$ cat src/rtl/mdio_cmd_pkg.sv
package mdio_cmd_pkg;
   localparam int ADDR_W = 5;
   localparam int DATA_W = 16;
   localparam int HDR_BITS = 14;   // start(2) + op(2) + phy(5) + reg(5)

   typedef struct packed {
      logic [2:0]        rsvd;
      logic              done;
      logic              rd_req;
      logic              wr_req;
      logic [ADDR_W-1:0] phy;
      logic [ADDR_W-1:0] regad;
      logic [DATA_W-1:0] data;
   } cmd_word_t;
endpackage

$ cat src/rtl/mdio_bit_timer.sv
module mdio_bit_timer #(
   parameter int HALF_PER = 4
) (
   input  logic clk,
   input  logic rst_n,
   input  logic run,
   output logic mdc,
   output logic rise,
   output logic bit_end
);
   localparam int PER = 2 * HALF_PER;
   localparam int CW  = (PER > 2) ? $clog2(PER) : 1;

   logic [CW-1:0] tcnt;

   always_ff @(posedge clk) begin
      if (!rst_n)                        tcnt <= '0;
      else if (!run)                     tcnt <= '0;
      else if (tcnt == CW'(PER - 1))     tcnt <= '0;
      else                               tcnt <= tcnt + 1'b1;
   end

   assign mdc     = run && (tcnt >= CW'(HALF_PER));
   assign rise    = run && (tcnt == CW'(HALF_PER - 1));
   assign bit_end = run && (tcnt == CW'(PER - 1));

   // the clock goes high on the cycle after a rising-edge marker
   p_rise_mdc_r3 : assert property (@(posedge clk) disable iff (!rst_n)
      rise |=> mdc);
   // the clock is low after every bit boundary
   p_end_low_r3 : assert property (@(posedge clk) disable iff (!rst_n)
      bit_end |=> !mdc);
endmodule

$ cat src/rtl/mdio_frame_shifter.sv
module mdio_frame_shifter
   import mdio_cmd_pkg::*;
#(
   parameter int PREAMBLE = 35
) (
   input  logic              clk,
   input  logic              rst_n,
   input  logic              load,
   input  logic              shift,
   input  logic              rd,
   input  logic [ADDR_W-1:0] phy,
   input  logic [ADDR_W-1:0] regad,
   input  logic [DATA_W-1:0] wdata,
   output logic              bit_o
);
   localparam int FL = PREAMBLE + HDR_BITS + 2 + DATA_W;

   logic [FL-1:0]           shreg;
   logic [FL-1:0]           image;
   logic [1:0]              op_bits;
   logic [DATA_W+1:0]       tail;

   always_comb begin
      op_bits = rd ? 2'b10 : 2'b01;
      tail    = rd ? {(DATA_W + 2){1'b1}} : {2'b10, wdata};
      image   = {{PREAMBLE{1'b1}}, 2'b01, op_bits, phy, regad, tail};
   end

   always_ff @(posedge clk) begin
      if (!rst_n)     shreg <= '1;
      else if (load)  shreg <= image;
      else if (shift) shreg <= {shreg[FL-2:0], 1'b1};
   end

   assign bit_o = shreg[FL-1];

   // each bit boundary advances the serial stream by exactly one place
   p_shift_r5 : assert property (@(posedge clk) disable iff (!rst_n)
      (shift && !load) |=> (bit_o == $past(shreg[FL-2])));
endmodule

$ cat src/rtl/mdio_cmd_master.sv
module mdio_cmd_master
   import mdio_cmd_pkg::*;
#(
   parameter int HALF_PER = 4,
   parameter int PREAMBLE = 35
) (
   input  logic        clk,
   input  logic        rst_n,
   input  logic        cmd_we,
   input  logic [31:0] cmd_wdata,
   output logic [31:0] cmd_rdata,
   output logic        mdc,
   output logic        mdio_o,
   output logic        mdio_oe,
   input  logic        mdio_i
);
   localparam int LEN_WR  = PREAMBLE + HDR_BITS + 2 + DATA_W;
   localparam int LEN_RD  = PREAMBLE + HDR_BITS + 1 + DATA_W;
   localparam int TA_IDX  = PREAMBLE + HDR_BITS;
   localparam int CAP_IDX = TA_IDX + 1;
   localparam int BW      = $clog2(LEN_WR + 1);

   generate
      if (HALF_PER < 1) begin : g_bad_half
         $error("HALF_PER must be at least 1");
      end
      if (PREAMBLE < 1) begin : g_bad_pre
         $error("PREAMBLE must be at least 1");
      end
   endgenerate

   cmd_word_t         cin;
   cmd_word_t         cout;
   logic              busy, rd_q, done_q;
   logic [ADDR_W-1:0] phy_q, regad_q;
   logic [DATA_W-1:0] data_q, cap;
   logic [BW-1:0]     bidx;
   logic              accept, start, rise, bit_end, last_bit;

   assign cin      = cmd_word_t'(cmd_wdata);
   assign accept   = cmd_we && !busy;
   assign start    = accept && (cin.rd_req || cin.wr_req);
   assign last_bit = bit_end && (bidx == (rd_q ? BW'(LEN_RD - 1) : BW'(LEN_WR - 1)));

   mdio_bit_timer #(.HALF_PER(HALF_PER)) u_timer (
      .clk(clk), .rst_n(rst_n), .run(busy),
      .mdc(mdc), .rise(rise), .bit_end(bit_end)
   );

   mdio_frame_shifter #(.PREAMBLE(PREAMBLE)) u_shift (
      .clk(clk), .rst_n(rst_n), .load(start), .shift(bit_end),
      .rd(cin.rd_req), .phy(cin.phy), .regad(cin.regad), .wdata(cin.data),
      .bit_o(mdio_o)
   );

   always_ff @(posedge clk) begin
      if (!rst_n) begin
         busy    <= 1'b0;
         rd_q    <= 1'b0;
         done_q  <= 1'b0;
         phy_q   <= '0;
         regad_q <= '0;
         data_q  <= '0;
         cap     <= '0;
         bidx    <= '0;
      end else if (accept) begin
         phy_q   <= cin.phy;
         regad_q <= cin.regad;
         data_q  <= cin.data;
         done_q  <= 1'b0;
         busy    <= start;
         rd_q    <= cin.rd_req;
         bidx    <= '0;
      end else if (busy) begin
         if (rise && rd_q && (bidx >= BW'(CAP_IDX)))
            cap <= {cap[DATA_W-2:0], mdio_i};
         if (last_bit) begin
            busy <= 1'b0;
            if (rd_q) begin
               done_q <= 1'b1;
               data_q <= cap;
            end
         end else if (bit_end) begin
            bidx <= bidx + 1'b1;
         end
      end
   end

   always_comb begin
      cout        = '0;
      cout.done   = done_q;
      cout.rd_req = busy && rd_q;
      cout.wr_req = busy && !rd_q;
      cout.phy    = phy_q;
      cout.regad  = regad_q;
      cout.data   = data_q;
   end

   assign cmd_rdata = cout;
   assign mdio_oe   = busy && (!rd_q || (bidx < BW'(TA_IDX)));

   // a command arriving mid-frame leaves the address fields untouched
   p_ignore_busy_r9 : assert property (@(posedge clk) disable iff (!rst_n)
      (busy && cmd_we) |=> ($stable(phy_q) && $stable(regad_q)));
   // an accepted command clears the done flag
   p_done_clear_r10 : assert property (@(posedge clk) disable iff (!rst_n)
      (!busy && cmd_we) |=> !cmd_rdata[28]);
   // the end of a read frame raises done and frees the block
   p_done_read_r8 : assert property (@(posedge clk) disable iff (!rst_n)
      (last_bit && rd_q) |=> (cmd_rdata[28] && !busy));
endmodule

$ cat config.mk
export PLATFORM = sky130hd
export DESIGN_NAME = mdio_cmd_master
export DESIGN_NICKNAME = d
export VERILOG_FILES = /design/src/rtl/mdio_cmd_pkg.sv /design/src/rtl/mdio_bit_timer.sv /design/src/rtl/mdio_frame_shifter.sv /design/src/rtl/mdio_cmd_master.sv
export SDC_FILE = /design/constraint.sdc
export NUM_CORES = 1
export LEC_CHECK = 0
export BUFFER_PORTS_ARGS = -buffer_cell sky130_fd_sc_hd__buf_2
export CAP_MARGIN = 40
export CORE_MARGIN = 10
export CORE_UTILIZATION = 45
export DETAILED_ROUTE_END_ITERATION = 12
export PLACE_DENSITY = 0.65
export SYNTH_ARGS = -nofsm -noshare
export SYNTH_HDL_FRONTEND = slang
export SYNTH_SLANG_ARGS = --single-unit
$ cat constraint.sdc
create_clock -name clk -period 2 [get_ports clk]
set_input_delay 0.6 -clock clk [delete_from_list [all_inputs] [get_ports clk]]
set_output_delay 0.6 -clock clk [all_outputs]
set_load 0.1 [all_outputs]
; ---- Yosys cells after proc, flatten, opt, wreduce, memory -nomap -nowiden
; Cells that the tools add are included.
[op_classes]
bitwise = 4
n_addsub = 2
eq_ne = 3
magnitude_cmp = 3
mux = 12
reduce_logical = 26
[op_table]
columns = operator, n
row1 = 16-bit two-way mux, 4
row2 = 32-bit two-way mux, 2
row3 = 17-bit two-way mux, 1
row4 = 3-bit AND reduction, 4
row5 = 1-bit logical AND, 11
row6 = 2-bit nonzero test, 4
row7 = 7-bit by 1-bit adder with 7-bit output (second input constant), 1
row8 = 7-bit equality test, 1
row9 = 7-bit by 6-bit greater-or-equal comparator with 1-bit output (second input constant), 1
row10 = 7-bit by 6-bit < comparator with 1-bit output (second input constant), 1
row11 = 2-bit two-way mux, 2
row12 = 1-bit inverter, 4
row13 = 2-bit OR reduction, 2
row14 = 3-bit by 1-bit adder with 3-bit output (second input constant), 1
row15 = 3-bit by 2-bit equality test with 1-bit output (second input constant), 1
row16 = 3-bit equality test (second input constant), 1
row17 = 3-bit greater-or-equal comparator (second input constant), 1
row18 = 1-bit two-way mux, 3
row19 = 3-bit OR reduction, 1
row20 = 1-bit zero test, 2
row21 = 1-bit logical OR, 2
[totals]
word_cells = 61
regBits = 122
output_inout_bits = 35
in_bits = 36

; ---- Longest topological paths before layout
[depth]
word_depth = 6
ltp_mapped = 8
mapped_depth_nobuf = 6

; ---- Cells and area by module
; From an unflattened synthesis, not the netlist that was laid out.
[hier_totals]
cells_unflattened = 486
hier_area_um2 = 5123.7
[modules_own_cells]
columns = module, n_inst, area_each_um2, cells_per_inst
row1 = mdio_frame_shifter, 1, 2692.6, 233
row2 = mdio_cmd_master, 1, 2270.9, 240
row3 = mdio_bit_timer, 1, 160.2, 13

; ---- Least setup slack after synthesis
; OpenSTA, ideal clock, no wires.
[synth_timing]
kind = register -> output
start = register bidx[1]
end = output port mdio_oe
arrival_time_ns = 1.677
path_buffers = 0
path_slack_ns = -0.277
stages_incl_launch_ff = 5
required_ns = 1.400
cell_sequence = dfxtp_1 -> nor3_1 -> a21oi_1 -> o21ai_0 -> and2_1
[synth_via]
elab_chain_len = 3
[synth_lines]
columns = element, line
row1 = start: declaration, mdio_cmd_master.sv:37  ; logic [BW-1:0] bidx;
row2 = start signal: assignment, mdio_cmd_master.sv:84  ; bidx <= bidx + 1'b1;
row3 = 7-bit by 6-bit < comparator with 1-bit output, mdio_cmd_master.sv:100  ; assign mdio_oe = busy && (!rd_q || (bidx < BW'(TA_IDX)));
row4 = 1-bit logical OR, mdio_cmd_master.sv:100
row5 = 1-bit logical AND, mdio_cmd_master.sv:100
row6 = end: declaration, mdio_cmd_master.sv:14  ; output logic mdio_oe,
; No other way between the ends.

; ---- Final worst setup path
; Same ends and word-level chain as after synthesis.

==> results.yml <==
run_status:
  status: "complete, but fails checks"
  violations: "setup timing"
synthesis:
  async_reset_ff_frac: 0
  syn_area_per_cell_um2: 8.48
  yosysMostFrequentCell: "nand2_1"
  ys_ff_latch: 122
  ys_types: 43
  ys_top_cells_by_count: "nand2_1 (157), dfxtp_1 (122), nand3_1 (102)"
  synth_area_um2: 4970
  syn_inst: 586
  yosysWarningCount: 0
  ys_seq_area_frac: 0.492
  yosys-top-cells-area: "dfxtp_1 (49%), nand2_1 (12%), nand3_1 (10%), mux2i_1 (3.4%), a22o_1 (2.8%)"
  yosys.area.top_type_share: 0.492
  synthFlopType: "dfxtp_1"
  synth_edf_count: 0
  yosys.area.top_type: "dfxtp_1"
drt:
  postRouteAntennaNets: 0
  drt_iter0_drc: 277
  drt-met1-wl_um: 5380
  dr.pass1.iters: 5
  routedWlPerCell_um: 15.1
  vias: 4272
  route.met3.wl_um: 428
  via_per_inst: 5.34
  wl_met2_um: 6050
  drc: 0
  routed_wl_um: 12100
  highest_layer: "met4"
timing:
  skew_ns: 0.00876
  rsz0062_at_grt: "yes"
  fmax_mhz: 451
  max-slew-margin-rel: 0.514
  period_share: 1.11
  finalSetupTns_ns: -0.220
  hold_viol: 0
  fin_ws_ns: -0.220
  drv_slew: 0
  setup_violations: 1
  fin_crit_ns: 2.22
  tightest_slew_ns: 0.729
floorplanning:
  die_w_um: 125
  die_y_um: 125
  io_pins: 71
  initial_core_util: 0.458
  fp.dieArea_um2: 15600
  rows: 38
  core-area_um2: 10800
global_route:
  grt_overflow: 0
  grt_pass1_wl_um: 19700
  antenna_found_initial: 0
  grt_pass1_vias: 4147
  grt_usage: 0.149
  grt_max_degree: 47
cts:
  path_clk_slew_ns: 0.05
  ctsLongestPathBuffers: 2
  clock_sinks: 122
  cts_tree: "built"
  cts.root.buffer_cell: "clkbuf_8"
  cts-htree-levels: 4
  cts_buffers: 17
  clk_latency_ns: 0.52
placed_design:
  io_buffer_count: 63
  place_inst: 764
  gp_congestion: 0.809
  dp_worst_setup_slack_ns: 0.0152
  dp_hpwl_um: 7850
cells_and_area:
  layoutNonFillerInstCount: 800
  syn2layout_area_growth_pct: 24.2
  multi_input_area_um2: 2320
  ff_latch_area_um2: 2450
  diodes: 0
  drive_above_1_share: 0.211
  finalNetCount: 689
  nFillCells: 1009
  finish.utilization: 0.569
run:
  maxCapViolations: 0
pwr:
  powerDensity_nw_per_um2: 1050
  power_uw: 6500
  ir_drop_mv: 0.697
  p_leak_uw: 0.00268
setup_path:
  endpoint_kind: "primary output"
  arrival_ns: 1.62
  critical_path_class: "flip-flop to primary output"
  startpoint_type: "flip-flop"
  path_max_fanout: 2
  worstPathRequired_ns: 1.40
hold_path:
  hp-class: "input port to flip-flop"
-- sequential cells by signal, indices dropped and copies added, names as in the netlist --
register       cells
data_q            16
regad_q            5
busy               1
bidx               7
u_timer.tcnt       3
cap               16
done_q             1
phy_q              5
u_shift.shreg     67
rd_q               1
-- worst paths after layout --
kind                         from                end  slack (ns)  cells past startpoint
hold reg to reg   u_timer.tcnt[0]    u_timer.tcnt[0]        0.43                      1
hold / removal              rst_n  u_shift.shreg[17]        0.29                      2
setup reg to reg             busy            bidx[1]        0.15                      6
setup / recovery          bidx[1]            mdio_oe       -0.22                      5
-- where the power goes --
part / total [uW] / switching [uW] / internal [uW]
clock: 3020 / 1060 / 1960
combinational: 881 / 654 / 227
sequential: 2600 / 67.4 / 2540
total: 6500 / 1780 / 4720
-- kinds of logic after synthesis --
family	Yosys count	share of synthesized area
simple gates	312	0.286
flops	122	0.492
compound gates	74	0.120
buf+inv	52	0.0494
mux	17	0.0343
fa+ha+maj	5	0.0126
xor+xnor	3	0.00529
other cells	1	0.000755
-- layout make-up --
class	instances	share of cell area
Timing Repair Buffer	90	0.101
Clock inverter	6	0.0138
Tap cell	140	0.0284
Sequential cell	122	0.398
Multi-Input combinational cell	414	0.376
Clock buffer	25	0.0817
Inverter	3	0.00183
-- cells in the final DEF (no fill, tap or decap), types with 3 or more instances in the layout --
cell	count
nand2_1	157
dfxtp_1	117
nand3_1	102
buf_2	59
buf_4	22
mux2i_1	17
nor2b_1	17
a22o_1	16
clkbuf_16	16
a22oi_1	15
a221o_1	12
a21boi_0	11
nor2_1	10
clkbuf_8	7
buf_12	7
a21oi_1	6
ha_1	5
inv_1	3
and2_4	3
and2_1	3
o21ai_0	3
conb_1	3
dfxtp_2	3
-- per-layer routing --
layer  global-route usage  up-vias
met1                0.176     2050
met2                0.249       80
li1                     -     2127
met5                    0        -
met3               0.0397       15
met4               0.0623        0
-- critical path, stage by stage, from the launching register on --
cell and delay [ns]:
dfxtp_2 0.34, nor3_4 0.23, a21oi_2 0.08, o21ai_1 0.13, and2_4 0.16, buf_12 0.16
-- stage by stage --
stage               instance area (um^2)  hold slack, ns
global route                        6170           0.286
finish                              6170           0.289
detailed placement                  5500           0.421
floorplan                           4980           0.399
global placement                    5500           0.409
CTS                                 6130           0.268
-- what timing repair did --
item,4_1_cts,5_1_grt
pin swaps,4,3
gates resized for setup,12,5
buffers inserted,2,3
setup endpoints to repair,4,55
hold buffers,0,0
gates cloned,0,0
Note: power is estimated with default switching activity, not from simulation.
